[src/rtl/ptr_refill_pkg.sv]
package ptr_refill_pkg;

    localparam int WORD_W      = 32;
    localparam int DESC_WORDS  = 5;
    localparam int WIDX_W      = $clog2(DESC_WORDS);
    localparam int IRQ_W       = 8;
    localparam int IRQ_ERR_BIT = 3;
    localparam int IRQ_LST_BIT = 4;
    localparam int CTRL_START  = 0;
    localparam int CTRL_LID_LO = 8;

    typedef enum logic [2:0] {
        ST_IDLE,
        ST_DREQ,
        ST_DWAIT,
        ST_EREQ,
        ST_EWAIT
    } fsm_e;

    typedef struct packed {
        logic [WORD_W-1:0] next;
        logic [WORD_W-1:0] lo;
        logic [WORD_W-1:0] hi;
        logic [WORD_W-1:0] ctrl;
    } desc_t;

    function automatic logic on_line(input logic [WORD_W-1:0] a);
        return a[3:0] == 4'h0;
    endfunction

endpackage

[src/rtl/ptr_area_walker.sv]
module ptr_area_walker #(
    parameter int XW = 8,
    parameter int YW = 7
) (
    input  logic          clk,
    input  logic          rst,
    input  logic          load,
    input  logic          step,
    input  logic [XW-1:0] x0,
    input  logic [YW-1:0] y0,
    input  logic [XW-1:0] x1,
    input  logic [YW-1:0] y1,
    output logic [XW-1:0] x,
    output logic [YW-1:0] y,
    output logic          last
);
    logic [XW-1:0] x_q;
    logic [YW-1:0] y_q;

    always_ff @(posedge clk) begin
        if (rst) begin
            x_q <= '0;
            y_q <= '0;
        end else if (load) begin
            x_q <= x0;
            y_q <= y0;
        end else if (step) begin
            if (x_q == x1) begin
                x_q <= x0;
                y_q <= y_q + YW'(1);
            end else begin
                x_q <= x_q + XW'(1);
            end
        end
    end

    assign x    = x_q;
    assign y    = y_q;
    assign last = (x_q == x1) && (y_q == y1);

    AST_ROW_WRAP: assert property (@(posedge clk) disable iff (rst)
        (step && !load && x_q == x1) |=> (x_q == $past(x0) && y_q == $past(y_q) + YW'(1)));

endmodule

[src/rtl/ptr_irq_field.sv]
module ptr_irq_field
    import ptr_refill_pkg::*;
#(
    parameter logic [IRQ_W-1:0] MASK = 8'h7E
) (
    input  logic             clk,
    input  logic             rst,
    input  logic             set_lst,
    input  logic             set_err,
    input  logic             clr_en,
    input  logic [IRQ_W-1:0] clr_bits,
    output logic [IRQ_W-1:0] status,
    output logic             irq
);
    logic [IRQ_W-1:0] stat_q;
    logic [IRQ_W-1:0] set_v;

    always_comb begin
        set_v              = '0;
        set_v[IRQ_LST_BIT] = set_lst;
        set_v[IRQ_ERR_BIT] = set_err;
    end

    always_ff @(posedge clk) begin
        if (rst) stat_q <= '0;
        else     stat_q <= (stat_q & ~(clr_en ? clr_bits : '0)) | set_v;
    end

    assign status = stat_q;
    assign irq    = |(stat_q & MASK);

    AST_SET_WINS: assert property (@(posedge clk) disable iff (rst)
        set_lst |=> status[IRQ_LST_BIT]);

endmodule

[src/rtl/ptr_refill_engine.sv]
module ptr_refill_engine
    import ptr_refill_pkg::*;
#(
    parameter int              XW       = 8,
    parameter int              YW       = 7,
    parameter int              LID_W    = 2,
    parameter logic [7:0]      IRQ_MASK = 8'h7E
) (
    input  logic             clk,
    input  logic             rst,
    input  logic             reg_wr_en,
    input  logic             reg_wr_sel,
    input  logic [31:0]      reg_wr_data,
    output logic             stat_ready,
    output logic             stat_err,
    output logic [7:0]       irq_status,
    output logic             irq,
    output logic             mem_req,
    output logic [31:0]      mem_addr,
    input  logic [31:0]      mem_rdata,
    input  logic             mem_rvalid,
    output logic             lut_we,
    output logic [LID_W-1:0] lut_id,
    output logic [XW-1:0]    lut_x,
    output logic [YW-1:0]    lut_y,
    output logic [31:0]      lut_data
);
    localparam logic [WIDX_W-1:0] WIDX_LAST = WIDX_W'(DESC_WORDS - 1);

    fsm_e              state_q, state_d;
    desc_t             desc_q;
    logic [WIDX_W-1:0] widx_q, widx_d;
    logic [31:0]       daddr_q, daddr_d, eaddr_q, eaddr_d;
    logic              pend_q, pend_d, err_q, err_d;
    logic              req_q, req_d;
    logic [31:0]       maddr_q, maddr_d;
    logic              we_q, we_d;
    logic [31:0]       wdata_q;
    logic [XW-1:0]     wx_q;
    logic [YW-1:0]     wy_q;
    logic [LID_W-1:0]  wid_q;
    logic              set_lst, set_err, advance, walk_load, walk_step;
    logic              kick, abort, clr_en;
    logic [XW-1:0]     cur_x;
    logic [YW-1:0]     cur_y;
    logic              area_last;
    logic              unused_desc;

    assign kick   = reg_wr_en && !reg_wr_sel && (reg_wr_data != '0);
    assign abort  = reg_wr_en && !reg_wr_sel && (reg_wr_data == '0);
    assign clr_en = reg_wr_en && reg_wr_sel;

    ptr_area_walker #(.XW(XW), .YW(YW)) u_walk (
        .clk  (clk),
        .rst  (rst),
        .load (walk_load),
        .step (walk_step),
        .x0   (desc_q.lo[XW-1:0]),
        .y0   (desc_q.lo[16 +: YW]),
        .x1   (desc_q.hi[XW-1:0]),
        .y1   (desc_q.hi[16 +: YW]),
        .x    (cur_x),
        .y    (cur_y),
        .last (area_last)
    );

    ptr_irq_field #(.MASK(IRQ_MASK)) u_irq (
        .clk      (clk),
        .rst      (rst),
        .set_lst  (set_lst),
        .set_err  (set_err),
        .clr_en   (clr_en),
        .clr_bits (reg_wr_data[7:0]),
        .status   (irq_status),
        .irq      (irq)
    );

    always_comb begin
        state_d   = state_q;
        widx_d    = widx_q;
        daddr_d   = daddr_q;
        eaddr_d   = eaddr_q;
        err_d     = err_q;
        req_d     = 1'b0;
        maddr_d   = maddr_q;
        we_d      = 1'b0;
        set_lst   = 1'b0;
        set_err   = 1'b0;
        advance   = 1'b0;
        walk_load = 1'b0;
        walk_step = 1'b0;
        unique case (state_q)
            ST_IDLE: if (kick) begin
                if (on_line(reg_wr_data)) begin
                    daddr_d = reg_wr_data;
                    widx_d  = '0;
                    err_d   = 1'b0;
                    state_d = ST_DREQ;
                end else begin
                    err_d   = 1'b1;
                    set_err = 1'b1;
                end
            end
            ST_DREQ: if (!pend_q) begin
                req_d   = 1'b1;
                maddr_d = daddr_q + {{(30-WIDX_W){1'b0}}, widx_q, 2'b00};
                state_d = ST_DWAIT;
            end
            ST_DWAIT: if (mem_rvalid) begin
                if (widx_q != WIDX_LAST) begin
                    widx_d  = widx_q + WIDX_W'(1);
                    state_d = ST_DREQ;
                end else if (!on_line(mem_rdata)) begin
                    err_d   = 1'b1;
                    set_err = 1'b1;
                    state_d = ST_IDLE;
                end else if (!desc_q.ctrl[CTRL_START]) begin
                    advance = 1'b1;
                end else begin
                    walk_load = 1'b1;
                    eaddr_d   = mem_rdata;
                    state_d   = ST_EREQ;
                end
            end
            ST_EREQ: begin
                req_d   = 1'b1;
                maddr_d = eaddr_q;
                state_d = ST_EWAIT;
            end
            ST_EWAIT: if (mem_rvalid) begin
                we_d    = 1'b1;
                eaddr_d = eaddr_q + 32'd4;
                if (area_last) advance = 1'b1;
                else begin
                    walk_step = 1'b1;
                    state_d   = ST_EREQ;
                end
            end
            default: state_d = ST_IDLE;
        endcase
        if (advance) begin
            if (desc_q.next == '0) begin
                set_lst = 1'b1;
                state_d = ST_IDLE;
            end else if (!on_line(desc_q.next)) begin
                err_d   = 1'b1;
                set_err = 1'b1;
                state_d = ST_IDLE;
            end else begin
                daddr_d = desc_q.next;
                widx_d  = '0;
                state_d = ST_DREQ;
            end
        end
        if (abort && state_q != ST_IDLE) begin
            state_d = ST_IDLE;
            req_d   = 1'b0;
            we_d    = 1'b0;
            set_lst = 1'b0;
        end
        pend_d = (pend_q && !mem_rvalid) || req_d;
    end

    always_ff @(posedge clk) begin
        if (rst) begin
            state_q <= ST_IDLE;
            desc_q  <= '0;
            widx_q  <= '0;
            daddr_q <= '0;
            eaddr_q <= '0;
            pend_q  <= 1'b0;
            err_q   <= 1'b0;
            req_q   <= 1'b0;
            maddr_q <= '0;
            we_q    <= 1'b0;
            wdata_q <= '0;
            wx_q    <= '0;
            wy_q    <= '0;
            wid_q   <= '0;
        end else begin
            state_q <= state_d;
            widx_q  <= widx_d;
            daddr_q <= daddr_d;
            eaddr_q <= eaddr_d;
            pend_q  <= pend_d;
            err_q   <= err_d;
            req_q   <= req_d;
            maddr_q <= maddr_d;
            we_q    <= we_d;
            if (state_q == ST_DWAIT && mem_rvalid) begin
                case (widx_q)
                    WIDX_W'(0): desc_q.next <= mem_rdata;
                    WIDX_W'(1): desc_q.lo   <= mem_rdata;
                    WIDX_W'(2): desc_q.hi   <= mem_rdata;
                    WIDX_W'(3): desc_q.ctrl <= mem_rdata;
                    default: ;
                endcase
            end
            if (we_d) begin
                wdata_q <= mem_rdata;
                wx_q    <= cur_x;
                wy_q    <= cur_y;
                wid_q   <= desc_q.ctrl[CTRL_LID_LO +: LID_W];
            end
        end
    end

    assign unused_desc = ^desc_q;

    assign stat_ready = (state_q == ST_IDLE);
    assign stat_err   = err_q;
    assign mem_req    = req_q;
    assign mem_addr   = maddr_q;
    assign lut_we     = we_q;
    assign lut_data   = wdata_q;
    assign lut_x      = wx_q;
    assign lut_y      = wy_q;
    assign lut_id     = wid_q;

    AST_REQ_PULSE: assert property (@(posedge clk) disable iff (rst)
        mem_req |=> !mem_req);
    AST_WE_FROM_READ: assert property (@(posedge clk) disable iff (rst)
        lut_we |-> $past(mem_rvalid));
    AST_IDLE_NO_WRITE: assert property (@(posedge clk) disable iff (rst)
        (stat_ready && $past(stat_ready)) |-> !lut_we);
    AST_ERR_STOPS: assert property (@(posedge clk) disable iff (rst)
        $rose(stat_err) |-> stat_ready);

endmodule

[config.mk]
export PLATFORM = sky130hd
export DESIGN_NAME = ptr_refill_engine
export DESIGN_NICKNAME = d
export VERILOG_FILES = /design/src/rtl/ptr_refill_pkg.sv /design/src/rtl/ptr_area_walker.sv /design/src/rtl/ptr_irq_field.sv /design/src/rtl/ptr_refill_engine.sv
export SDC_FILE = /design/constraint.sdc
export NUM_CORES = 1
export LEC_CHECK = 0
export ABC_AREA = 1
export ABC_CLOCK_PERIOD_IN_PS = 4100
export BUFFER_PORTS_ARGS = -buffer_cell sky130_fd_sc_hd__buf_2
export CORE_UTILIZATION = 63
export CTS_CLUSTER_SIZE = 40
export DETAILED_ROUTE_END_ITERATION = 8
export PLACE_DENSITY = 0.84
export SLEW_MARGIN = 20
export SYNTH_ARGS = -nofsm -noshare
export SYNTH_HDL_FRONTEND = slang
export SYNTH_SLANG_ARGS = --single-unit
[constraint.sdc]
create_clock -name clk -period 4.1 [get_ports clk]
set_clock_uncertainty 0.1 [all_clocks]
set_input_delay 0.82 -clock clk [delete_from_list [all_inputs] [get_ports clk]]
set_output_delay 0.82 -clock clk [all_outputs]
set_load 0.005 [all_outputs]
==> results of run 1 <==
worst paths after layout:
kind | start | endpoint | slack, ps | depth (start not counted)
worst max-delay path | widx_q[1] | daddr_q[10] | 1190 | 11
worst min-delay path | lut_x[0] | lut_x[0] | 360 | 2
worst max register to register | widx_q[1] | daddr_q[10] | 1190 | 11
worst min register to register | lut_x[0] | lut_x[0] | 360 | 2
cell type report:
| cell class | instances | area, sq um | area share [%] |
|---|---|---|---|
| well taps | 260 | 325.3 | 2.340 |
| clock inverters | 9 | 55.05 | 0.3959 |
| flip-flops and latches | 243 | 4865 | 34.99 |
| repair buffers | 183 | 983.4 | 7.073 |
| inverters | 148 | 564.3 | 4.058 |
| multi-input cells | 1337 | 6301 | 45.32 |
| clock buffers | 39 | 810.8 | 5.831 |
flip-flops by register name, summed over array words and instances, names as in the netlist:
| signal | cells |
|---|---|
| desc_q | 65 |
| daddr_q | 32 |
| eaddr_q | 32 |
| lut_data | 32 |
| mem_addr | 32 |
| lut_x | 8 |
| u_irq.status | 8 |
| u_walk.x | 8 |
| lut_y | 7 |
| u_walk.y | 7 |
| state_q | 3 |
| widx_q | 3 |
| lut_id | 2 |
| lut_we | 1 |
| mem_req | 1 |
| pend_q | 1 |
| stat_err | 1 |
metal layers:
layer	track usage [%]	routed length, microns
met2	62.03	17440
met4	15.10	1487
met3	5.842	4027
met1	55.74	16770
met5	0	0
power by group through the flow:
stage	clock network (uW)	registers [uW]	logic, uW
after floorplan	0	2730	889
after CTS	2330	2770	1270
after detailed placement	0	2820	1260
after global placement	0	2820	1230
final	2330	2780	1300
after global routing	2450	2800	1430
worst register-to-register path, delay by kind of cell, from the launching register on:
family | cells | cell delay, ps
adder cells (fa/ha/maj) | 1 | 200
flip-flops | 1 | 380
AND/OR/NAND/NOR | 8 | 1540
buffers and inverters | 2 | 610
cell usage after synthesis, types with 6 or more instances:
cell type  number  area (sq um)
nand2_2         6         37.54
a31oi_1         7         43.79
ha_1           11         137.6
o211ai_1       16         120.1
buf_2          25         125.1
nand3_1       161         805.8
o22ai_1        11         68.82
nand2_1       424          1592
buf_6           6         67.56
nor2_1        260         975.9
nand4_1        18         112.6
dfxtp_1       243          4865
clkbuf_1       49         183.9
xor2_1         13         113.9
nor3_1         20         100.1
nand3b_1        7         52.55
o21ai_0       140         700.7
inv_1         134         503.0
a21oi_1       181         905.9
inv_2          11         41.29
or2_2          11         68.82
per-stage QoR:
stage | hold slack, ps | instance area, sq um
floorplan | 324.4 | 12150
global placement | 338.1 | 13040
detailed placement | 343.1 | 13040
CTS | 357.3 | 13900
global route | 371.1 | 13900
finish | 356.1 | 13900
cell families after synthesis:
family,synth area share (%)
flip-flops,40.03
buffers and inverters,8.195
adder cells (fa/ha/maj),1.297
AO/OA/AOI/OAI,16.61
XOR/XNOR,1.297
AND/OR/NAND/NOR,32.58
cell usage in the layout, fill, tap and decap left out, drive strengths merged:
master / Yosys / final
and2: 1 / 1
nor2: 268 / 268
o221ai: 1 / 1
a221oi: 3 / 3
nand3b: 7 / 7
and3b: 1 / 1
buf: 41 / 183
clkinvlp: 0 / 1
o211a: 1 / 1
fa: 1 / 1
a21oi: 183 / 183
o211ai: 16 / 16
nand3: 164 / 164
o31ai: 1 / 1
dfxtp: 243 / 243
inv: 147 / 146
o21ai: 146 / 146
nand4: 20 / 20
xor2: 13 / 13
o41ai: 1 / 1
a31oi: 7 / 7
nor3: 21 / 21
o32ai: 1 / 1
o2111ai: 1 / 1
xnor2: 5 / 5
clkbuf: 49 / 39
o22ai: 11 / 11
a211oi: 3 / 3
nor3b: 3 / 3
ha: 11 / 11
nor4: 2 / 2
clkinv: 1 / 10
nand2: 431 / 431
o221a: 2 / 2
or2: 12 / 12
==> results.toml, run 1 <==
[worst_setup_path]
critPathRequiredTime_ps = 4460
cp_top_family = "simple AND/OR/NAND/NOR gates"
path_buf_inv = 2
critical_path.slowest_cell = "nand3_2"
crit_chain = "inv_1, ha_1, nand2_1, nor2_2, nand3_2, nand2_1, nand3_2, buf_4, nand3_1, nand2_1, nor2_1"
path_class = "flip-flop to flip-flop"
crit_path_start_kind = "flip-flop"
end_kind = "flip-flop"
cpPeakStageDelay_ps = 550
critical_path.max_fanout = 35
critPathMostFrequentCell = "nand2_1"
critical_path_arrival_ps = 3270

[routing]
first_pass_iters = 5
vias = 13100
drt_wl_total_microns = 39720
post-route-drc-count = 0
drt-initial-drc-count = 1560
wl_per_cell_microns = 17.90
ant_nets = 0
viasPerCell = 5.904

[die]
initial_core_util_pct = 64.54
rows = 50
ioPinCount = 163
die_w_microns = 140.9
core_sq_um = 18830
die_y_microns = 140.9
die_area_sq_um = 19850

[placed_design]
place.gp.congestion = 0.9710
dp_cells = 2171
dp_slack_ps = 1090
hpwl_microns = 28260
port_buffers = 162

[logic_synthesis]
async_reset_ff_share_pct = 0
synth-edff-count = 0
yosysWarnings = 0
ys_seq_area_share_pct = 40.03
ys.flop_type = "dfxtp_1"
syn_inst = 1818
synth.ff_latch_count = 243
synth_cell_types = 53
avgSynthCellArea_sq_um = 6.685
netlist_area_sq_um = 12150
syn_nets = 1899

[sta]
finalCritPeriodShare_pct = 71.07
postLayoutSetupSlackWorst_ps = 1186
tightestPinTransition_ps = 1076
maxSlewHeadroom_pct = 28.30
finalMaxSlewViolations = 0
finalSetupViolations = 0
hold_violations = 0
min_period_ps = 2914
rsz0062_at_grt = "false"
fin_setup_tns_ps = 0
max_freq_mhz = 343.2

[outcome]
outcome = "complete, no violations"

[clocking]
clk_latency_ps = 530
cts_inserted_buffers = 26
clock-sinks = 243
cts.path.max_buffers = 3
path_clk_slew_ps = 60
postCtsHoldBufs = 0
cts_resized = 0
post-cts-setup-buffers = 0
ctsHtreeMaxLevel = 1
cts_tree = "done"
root_buffer = "clkbuf_16"

[final_layout]
final_nets = 2020
drive_above_1_share_pct = 14.34
fillers = 1563
syn2layout_area_growth_pct = 14.41
antennaDiodeCount = 0
fin_cells = 2219
fin_util_pct = 73.84

[global_route]
antenna_found_initial = 0
grt_overflow = 0
grt_pass1_wl_microns = 62270
grt_usage_pct = 39.78
grt_pass1_vias = 11900
grt_max_degree = 123

[power_and_ir_drop]
clockPowerShare_pct = 36.3
switching_share_pct = 32.37
p_total_uw = 6420
p_int_uw = 4342
power.density_nw_per_um2 = 461.7
p_seq_share_pct = 43.4
p_switching_uw = 2078
ir_drop_mv = 0.3817
power_frac_comb_pct = 20.3
p_leak_uw = 0.005908

[min_path]
holdCritPathClass = "flip-flop to flip-flop"

[job]
drv_cap = 0
No activity file was read; power rests on OpenSTA's default activity.
==> run 2, diff against run 1 <==
--- a/config.mk
+++ b/config.mk
@@ -6,12 +6,12 @@
 export NUM_CORES = 1
 export LEC_CHECK = 0
 export ABC_AREA = 1
-export ABC_CLOCK_PERIOD_IN_PS = 4100
+export ABC_CLOCK_PERIOD_IN_PS = 2500
 export BUFFER_PORTS_ARGS = -buffer_cell sky130_fd_sc_hd__buf_2
-export CORE_UTILIZATION = 63
+export CORE_UTILIZATION = 53
 export CTS_CLUSTER_SIZE = 40
 export DETAILED_ROUTE_END_ITERATION = 8
-export PLACE_DENSITY = 0.84
+export PLACE_DENSITY = 0.75
 export SLEW_MARGIN = 20
 export SYNTH_ARGS = -nofsm -noshare
 export SYNTH_HDL_FRONTEND = slang
==> constraint.sdc (replaced) <==
create_clock -name clk -period 2.5 [get_ports clk]
set_clock_uncertainty 0.1 [all_clocks]
set_input_delay 0.5 -clock clk [delete_from_list [all_inputs] [get_ports clk]]
set_output_delay 0.5 -clock clk [all_outputs]
set_load 0.005 [all_outputs]
==> run 2 against run 1 <==
  * Global-route usage is 5.1 points lower
  * Non-clock buffer count grew 26
  * Clock power up 71%
  * Sequential power is 64% higher
  * Die area is 19% higher
  * Critical path type unchanged
  * Clock-buffer cell count fell by 2
  * Combinational power is 68% higher
  * Maximum frequency rose by 27%
==> results.toml, run 2 (same netlist as run 1, synthesis figures left out) <==
[sta]
hold_violations = 0
finalSetupViolations = 0
fin_setup_tns_ps = 0
finalMaxSlewViolations = 0
tightestPinTransition_ps = 636.0
rsz0062_at_grt = "false"
finalCritPeriodShare_pct = 91.80
max_freq_mhz = 435.7
maxSlewHeadroom_pct = 57.60
hold-worst-slack_ps = 125.4
min_period_ps = 2295

[die]
die_w_microns = 153.4
ioPinCount = 163
die_area_sq_um = 23540
rows = 55
core_sq_um = 22570
die_y_microns = 153.4
initial_core_util_pct = 53.84

[worst_setup_path]
path_buf_inv = 3
end_kind = "flip-flop"
reg2reg_depth = 12
path_class = "flip-flop to flip-flop"
cpPeakStageDelay_ps = 310
cp_top_family = "simple AND/OR/NAND/NOR gates"
critical_path.slowest_cell = "dfxtp_1"
critPathRequiredTime_ps = 2860
crit_path_start_kind = "flip-flop"
critical_path.max_fanout = 22
critical_path_arrival_ps = 2650
regToRegSetupSlack_ps = 200
critPathMostFrequentCell = "nand2_1"
r2r-end = "eaddr_q[7]"
r2r_start = "widx_q[0]"
crit_chain = "buf_4, inv_1, ha_1, nand2_1, nor2_2, nand2_1, nand2_1, nand2_2, buf_4, a21oi_1, o21ai_0, a211oi_1"

[final_layout]
antennaDiodeCount = 0
mostFrequentLayoutCells = "nand2_1 (424), nor2_1 (259), dfxtp_1 (242), a21oi_1 (180)"
regMostFlops = "desc_q"
syn2layout_area_growth_pct = 16.72
drive_above_1_share_pct = 15.51
final_area_sq_um = 14180
largest_register_ffs = 65
layout_commonest_cell = "nand2_1"
final_nets = 2047

[global_route]
grt_pass1_vias = 11680
grt_max_degree = 97
grt_pass1_wl_microns = 64180
antenna_found_initial = 0
grt_usage_pct = 34.63
grt_overflow = 0

[routing]
first_pass_iters = 6
wl_per_cell_microns = 18.18
viasPerCell = 5.727
vias = 13010
post-route-drc-count = 0
drt_wl_total_microns = 41290
ant_nets = 0
drt-initial-drc-count = 1335

[power_and_ir_drop]
p_leak_uw = 0.006050
ir_drop_mv = 0.4943
power.density_nw_per_um2 = 758.4
p_total_uw = 10760

[job]
drv_cap = 0

[clocking]
postCtsHoldBufs = 0
root_buffer = "clkbuf_16"
cts_inserted_buffers = 27
ctsHtreeMaxLevel = 1
cts.path.max_buffers = 3
path_clk_slew_ps = 60
clk_latency_ps = 550
post-cts-setup-buffers = 0
cts_tree = "done"
clock-sinks = 243

[min_path]
hold_start = "reg_wr_data[6]"
holdCritPathClass = "input port to flip-flop"
hold_path_end = "u_irq.status[6]"
holdPathStages = 4

[placed_design]
port_buffers = 162
place.gp.congestion = 0.9595
placed_area_sq_um = 13290
hpwl_microns = 30280

[outcome]
outcome = "complete, no violations"
-- run 2: cell types whose count changed in the layout (fill, tap and decap cells not counted), sizes merged --
cell | before | now
buf | 183 | 209
clkinv | 10 | 7
bufinv | 0 | 2
clkbuf | 39 | 37
clkinvlp | 1 | 3
inv | 146 | 148
-- run 2: worst max path at each step --
stage / slack (ps) / cells past startpoint / from / to
2_1_floorplan: 270 / 11 / widx_q[0] / mem_addr[20]
3_3_place_gp: 100 / 12 / widx_q[1] / mem_addr[26]
3_5_place_dp: 60 / 12 / widx_q[1] / mem_addr[26]
4_1_cts: 10 / 12 / widx_q[1] / mem_addr[26]
5_1_grt: 30 / 10 / u_walk.y[3] / u_walk.x[6]
6_report: 200 / 12 / widx_q[0] / eaddr_q[7]
-- run 2: cell type report --
class / instances / area [sq um]
clock inverters: 12 / 136.4
flip-flops and latches: 243 / 4866
repair buffers: 209 / 1204
well taps: 285 / 356.6
clock buffers: 37 / 743.2
multi-input cells: 1337 / 6315
inverters: 148 / 564.3
fillers: 2125 / 8387
-- run 2: repair_timing --
action	in CTS	in global routing
setup endpoints to repair	0	8
hold endpoints to repair	0	0
resized for setup	0	5
-- run 2: through the flow --
| step | util [%] | cells | worst slack (ps) |
|---|---|---|---|
| global route | 62.84 | 2271 | 32.44 |
| floorplan | - | 1818 | 265.1 |
| CTS | 62.78 | 2271 | 11.16 |
| detailed placement | 58.88 | 2222 | 61.55 |
| finish | 62.84 | 2271 | 204.9 |
| global placement | 58.88 | 2222 | 103.7 |
-- run 2: worst reg2reg max path, cell delays in order (launching register included) --
cell      delay (ps)
dfxtp_1          310
buf_4            150
inv_1             90
ha_1             210
nand2_1          130
nor2_2           170
nand2_1          100
nand2_1           90
nand2_2           80
buf_4            230
a21oi_1          180
o21ai_0          120
a211oi_1         230
-- run 2: per-layer routing --
metal / part of all wire, % / GRT usage (%) / wire length [microns] / vias to the layer above
met4: 2.8 / 10.62 / 1151 / 0
met2: 44 / 53.45 / 18080 / 621
li1: - / - / - / 6275
met5: 0 / 0 / 0 / -
met3: 9.6 / 5.897 / 3975 / 82
met1: 44 / 49.24 / 18080 / 6027
-- run 2: report_power, final --
group | total, uW | switching, uW | leakage [uW] | internal [uW]
logic | 2190 | 1470 | 0.00366 | 723
registers | 4570 | 376 | 0.00196 | 4200
clock network | 3990 | 1690 | 0.000425 | 2300
